<file path="src/rtl/bus_rst_seq_pkg.sv">
package bus_rst_seq_pkg;

  typedef enum logic [2:0] {
    ST_IDLE,
    ST_DRV,
    ST_HOLD,
    ST_ARB,
    ST_ARB_WAIT,
    ST_SETTLE,
    ST_DONE
  } seq_state_e;

  // Round a microsecond delay up to whole clock cycles, never below one.
  function automatic longint unsigned us_to_cycles(input longint unsigned freq_hz,
                                                   input longint unsigned usec);
    longint unsigned cyc;
    cyc = (freq_hz * usec + 64'd999_999) / 64'd1_000_000;
    if (cyc == 64'd0) cyc = 64'd1;
    return cyc;
  endfunction

  function automatic longint unsigned max3(input longint unsigned a,
                                           input longint unsigned b,
                                           input longint unsigned c);
    longint unsigned m;
    m = (a > b) ? a : b;
    return (m > c) ? m : c;
  endfunction

endpackage

</file>
<file path="src/rtl/bus_rst_seq_timer.sv">
module bus_rst_seq_timer #(
  parameter int CNT_W = 8
) (
  input  logic             clk,
  input  logic             rst,
  input  logic             load,
  input  logic [CNT_W-1:0] load_val,
  output logic             expired
);
  logic [CNT_W-1:0] cnt;

  always_ff @(posedge clk) begin
    if (rst) begin
      cnt <= '0;
    end else if (load) begin
      cnt <= load_val;
    end else if (cnt != '0) begin
      cnt <= cnt - 1'b1;
    end
  end

  assign expired = (cnt == '0);
endmodule

</file>
<file path="src/rtl/bus_rst_seq_fsm.sv">
module bus_rst_seq_fsm
  import bus_rst_seq_pkg::*;
#(
  parameter int CNT_W = 8,
  parameter logic [CNT_W-1:0] HOLD_VAL = 1,
  parameter logic [CNT_W-1:0] ARB_VAL = 1,
  parameter logic [CNT_W-1:0] SETTLE_VAL = 1
) (
  input  logic             clk,
  input  logic             rst,
  input  logic             start,
  input  logic             cardbus_present,
  input  logic             tmr_expired,
  output logic             tmr_load,
  output logic [CNT_W-1:0] tmr_val,
  output logic             rst_drv_en,
  output logic             clk_drv_en,
  output logic             clk_run,
  output logic             rst_release,
  output logic             arb_int,
  output logic             gpio_out,
  output logic             gpio_oe,
  output logic             rdy
);
  seq_state_e state, state_nxt;

  always_comb begin
    state_nxt = state;
    tmr_load  = 1'b0;
    tmr_val   = '0;
    unique case (state)
      ST_IDLE:     if (start) state_nxt = ST_DRV;
      ST_DRV: begin
        state_nxt = ST_HOLD;
        tmr_load  = 1'b1;
        tmr_val   = HOLD_VAL;
      end
      ST_HOLD:     if (tmr_expired) state_nxt = ST_ARB;
      ST_ARB: begin
        state_nxt = ST_ARB_WAIT;
        tmr_load  = 1'b1;
        tmr_val   = ARB_VAL;
      end
      ST_ARB_WAIT: if (tmr_expired) begin
        state_nxt = ST_SETTLE;
        tmr_load  = 1'b1;
        tmr_val   = SETTLE_VAL;
      end
      ST_SETTLE:   if (tmr_expired) state_nxt = ST_DONE;
      ST_DONE:     state_nxt = ST_DONE;
      default:     state_nxt = ST_IDLE;
    endcase
  end

  always_ff @(posedge clk) begin
    if (rst) begin
      state       <= ST_IDLE;
      rst_drv_en  <= 1'b0;
      clk_drv_en  <= 1'b0;
      clk_run     <= 1'b0;
      rst_release <= 1'b0;
      arb_int     <= 1'b0;
      gpio_out    <= 1'b0;
      gpio_oe     <= 1'b0;
      rdy         <= 1'b0;
    end else begin
      state <= state_nxt;
      if (state == ST_IDLE && start) begin
        rst_drv_en <= 1'b1;
        clk_drv_en <= 1'b1;
      end
      if (state == ST_DRV) clk_run <= 1'b1;
      if (state == ST_HOLD && tmr_expired) rst_release <= 1'b1;
      if (state == ST_ARB) arb_int <= 1'b1;
      if (state == ST_ARB_WAIT && tmr_expired && cardbus_present) begin
        gpio_out <= 1'b1;
        gpio_oe  <= 1'b1;
      end
      if (state == ST_SETTLE && tmr_expired) rdy <= 1'b1;
    end
  end
endmodule

</file>
<file path="src/rtl/bus_rst_seq.sv">
module bus_rst_seq
  import bus_rst_seq_pkg::*;
#(
  parameter longint unsigned CLK_FREQ_HZ = 100_000_000,
  parameter longint unsigned CLK_HOLD_US = 150,
  parameter longint unsigned ARB_HOLD_US = 1,
  parameter longint unsigned SETTLE_US   = 10_000
) (
  input  logic clk,
  input  logic rst,
  input  logic start,
  input  logic cardbus_present,
  output logic bus_rst_drv_en,
  output logic bus_clk_drv_en,
  output logic bus_clk_run,
  output logic bus_rst_release,
  output logic arb_internal,
  output logic bridge_gpio_out,
  output logic bridge_gpio_oe,
  output logic ready
);
  localparam longint unsigned HOLD_CYC   = us_to_cycles(CLK_FREQ_HZ, CLK_HOLD_US);
  localparam longint unsigned ARB_CYC    = us_to_cycles(CLK_FREQ_HZ, ARB_HOLD_US);
  localparam longint unsigned SETTLE_CYC = us_to_cycles(CLK_FREQ_HZ, SETTLE_US);
  localparam longint unsigned MAX_CYC    = max3(HOLD_CYC, ARB_CYC, SETTLE_CYC);
  localparam int CNT_W = $clog2(MAX_CYC + 1);

  logic             tmr_load;
  logic [CNT_W-1:0] tmr_val;
  logic             tmr_expired;

  bus_rst_seq_timer #(.CNT_W(CNT_W)) u_timer (
    .clk      (clk),
    .rst      (rst),
    .load     (tmr_load),
    .load_val (tmr_val),
    .expired  (tmr_expired)
  );

  bus_rst_seq_fsm #(
    .CNT_W      (CNT_W),
    .HOLD_VAL   (CNT_W'(HOLD_CYC)),
    .ARB_VAL    (CNT_W'(ARB_CYC)),
    .SETTLE_VAL (CNT_W'(SETTLE_CYC))
  ) u_fsm (
    .clk             (clk),
    .rst             (rst),
    .start           (start),
    .cardbus_present (cardbus_present),
    .tmr_expired     (tmr_expired),
    .tmr_load        (tmr_load),
    .tmr_val         (tmr_val),
    .rst_drv_en      (bus_rst_drv_en),
    .clk_drv_en      (bus_clk_drv_en),
    .clk_run         (bus_clk_run),
    .rst_release     (bus_rst_release),
    .arb_int         (arb_internal),
    .gpio_out        (bridge_gpio_out),
    .gpio_oe         (bridge_gpio_oe),
    .rdy             (ready)
  );
endmodule

</file>
<file path="config.mk">
export PLATFORM = sky130hd
export DESIGN_NAME = bus_rst_seq
export DESIGN_NICKNAME = d
export VERILOG_FILES = /design/src/rtl/bus_rst_seq_pkg.sv /design/src/rtl/bus_rst_seq_timer.sv /design/src/rtl/bus_rst_seq_fsm.sv /design/src/rtl/bus_rst_seq.sv
export SDC_FILE = /design/constraint.sdc
export NUM_CORES = 1
export LEC_CHECK = 0
export ABC_AREA = 1
export BUFFER_PORTS_ARGS = -buffer_cell sky130_fd_sc_hd__clkbuf_2
export CAP_MARGIN = 20
export CORE_AREA = 2 2 57 59
export DETAILED_ROUTE_END_ITERATION = 8
export DIE_AREA = 0 0 59 61
export PLACE_DENSITY = 0.8
export SLEW_MARGIN = 10
export SYNTH_ARGS = -nofsm -noshare
export SYNTH_HDL_FRONTEND = slang
export SYNTH_SLANG_ARGS = --single-unit
</file>
<file path="constraint.sdc">
create_clock -name clk -period 2.7 [get_ports clk]
set_input_delay 0.135 -clock clk [delete_from_list [all_inputs] [get_ports clk]]
set_output_delay 0.135 -clock clk [all_outputs]
set_load 0.02 [all_outputs]
</file>
==> out/results.ini <==
[die]
core-area_sq_um=2953
pin_count=12
initial_core_util_pct=61.40
die_x_um=59
die_h_um=61
die-area_sq_um=3599
rows=20

[power_and_ir_drop]
ir_drop_uv=614.1
power.leakage_nw=0.9776
p_per_area_nw_per_um2=1423
swShare_pct=52.63
p_clk_share_pct=9.9
switchingPower_w=0.001440
seq_power_share_pct=27.1
total_power_w=0.002736
intPower_w=0.001296
comb_power_share_pct=63.1

[detailed_routing]
drt_pass1_iterations=4
ant_nets=0
drc=0
avgRoutedWirePerCell_um=13.36
via_count=1721
drt_iter0_drc=115
viasPerCell=5.378
routed_wl_um=4274

[sta]
setup_violations=0
clock.fmax_ghz=0.5213
slew_violations=0
finalCritPeriodShare_pct=71.05
grt_setup_unrepaired=false
worst_pin_slew_ps=395.4
final.setup.tns_ps=0
post-route-min-period_ps=1918
clock_skew_ps=14.53
hold_viol_final=0
max_slew_margin_pct=73.58
finalWorstSetupSlack_ps=781.7
holdWs_ps=38.60

[critical_path]
crit_arrival_ps=2140
cp_max_fo=11
cp.required_ps=2920
startpoint_type=flip-flop
path_class=flip-flop to flip-flop
crit_path_end_kind=flip-flop

[logic_synthesis]
syn_area_sq_um=1813
synth_edf_count=0
synth_seq_cells=29
synthArstFlopShare_pct=0
syn_avg_cell_area_sq_um=6.593
synth_fp_nets=281
synthCells=275
ys_warn_count=0
ys_types=33
seq_area_frac_synth_pct=32.02
synth_flop_cell=dfxtp_1

[hold_path]
hp-class=input port to flip-flop

[layout]
final_cell_mix=nand2_1, nor2_1, dfxtp_1
area_growth_syn_to_layout_pct=6.073
nets=293
final_common_cell=nand2_1
diodes=0
design_area_sq_um=1923
drive_gt1_share_pct=17.77

[global_route]
met3_usage_pct=6.183
top_usage_layer=met2
grt_usage_pct=26.35
grt_overflow=0
grt_start_max_net_pins=17
use_met1_pct=34.07
grt_use_met2_pct=41.11
grt_pass1_wl_um=6962
antenna_found_initial=0
grt_pass1_vias=1547

[placed_design]
post-place-ws_ps=823.6
gp_congestion=1.028
portBuffers=11
placed_area_sq_um=1868
dpl.hpwl_um=3305

[flow_run]
drv_cap=0

[clock_network]
clk_pin_slew_ps=100
postCtsSetupBuffers=0
insertion_delay_ps=340
cts-root-buf=clkbuf_4
cts_buffers=5
clockBufferDepth=2
h-tree-depth=2
cts_hold_buffers=0
cts_num_sinks=29
cts_resized=0
cts_tree=built

[run_status]
outcome=finished, final reports clean

-- area by class of cell --
cell class,instances,area [sq um]
multi-input combinational,214,1092
timing repair buffer,11,55.05
inverter,26,98.84
tap,33,41.29
fill,276,1030
clock buffer,7,55.05
sequential,29,580.6
-- layer usage --
layer | vias to the layer above | share of wire, %
li1 | 876 | -
met1 | 771 | 45
met2 | 59 | 45
met3 | 15 | 5.9
met4 | 0 | 4.0
met5 | - | 0
-- cell families after synthesis --
| group | count (synthesis) | synth area share, % |
|---|---|---|
| AOI/OAI and AO/OA | 15 | 4.693 |
| buffers and inverters | 32 | 7.729 |
| and+or+nand+nor | 186 | 48.86 |
| DFF | 29 | 32.02 |
| xor gates and xnor gates | 11 | 5.314 |
| adders and majority gates | 2 | 1.380 |
-- power by group through the flow --
stage	clock network, W	registers (W)	logic (W)
2_1_floorplan	0	0.000719	0.00138
3_3_place_gp	0	0.000741	0.00167
3_5_place_dp	0	0.000745	0.00169
4_1_cts	0.000276	0.000735	0.00170
5_1_grt	0.000300	0.000756	0.00194
6_report	0.000270	0.000740	0.00173
-- per-stage QoR --
step	utilization (%)	std cells
6_report	65.13	320
5_1_grt	65.13	320
4_1_cts	65.13	320
3_5_place_dp	63.26	313
3_3_place_gp	63.26	313
2_1_floorplan	-	275
-- critical path, stage by stage, from the launching register on --
cell and delay (ps):
dfxtp_1 340, inv_1 160, ha_1 210, nand2_1 80
nor2_2 130, nand4_2 340, nand2_1 260, inv_1 90
nand2_1 130, nor2_1 60
-- registers in the layout, summed over array words and instances (netlist names) --
signal             count
u_fsm.state            3
u_fsm.clk_run          1
u_fsm.gpio_out         1
u_fsm.arb_int          1
u_fsm.rdy              1
u_fsm.rst_release      1
u_timer.cnt           20
u_fsm.rst_drv_en       1
-- worst paths after layout --
kind               startpoint                to  slack [ps]  cells past startpoint
max            u_timer.cnt[0]   u_timer.cnt[15]         780                      9
min           cardbus_present    u_fsm.gpio_out          40                      3
max reg2reg    u_timer.cnt[0]   u_timer.cnt[15]         780                      9
min reg2reg  u_fsm.rst_drv_en  u_fsm.rst_drv_en         470                      2
-- cells in the mapped netlist, types with 2 or more instances --
library cell  number  area [sq um]
o21ai_0            2         10.01
xor2_1             7         61.31
ha_1               2         25.02
nand2_2            4         25.02
dfxtp_1           29         580.6
inv_2              4         15.01
nand3_1           16         80.08
inv_1             21         78.83
nor2_1            62         232.7
buf_4              3         22.52
a21oi_1           10         50.05
nor2_4             2         22.52
nor3_1             4         20.02
nand3b_1           4         30.03
nor2_2            12         75.07
nand4_1            2         12.51
nand3_4            2         35.03
nor3_2             2         20.02
clkbuf_1           2         7.510
xnor2_1            4         35.03
nand2_1           69         259.0
Power figures use the tool's default switching activity.
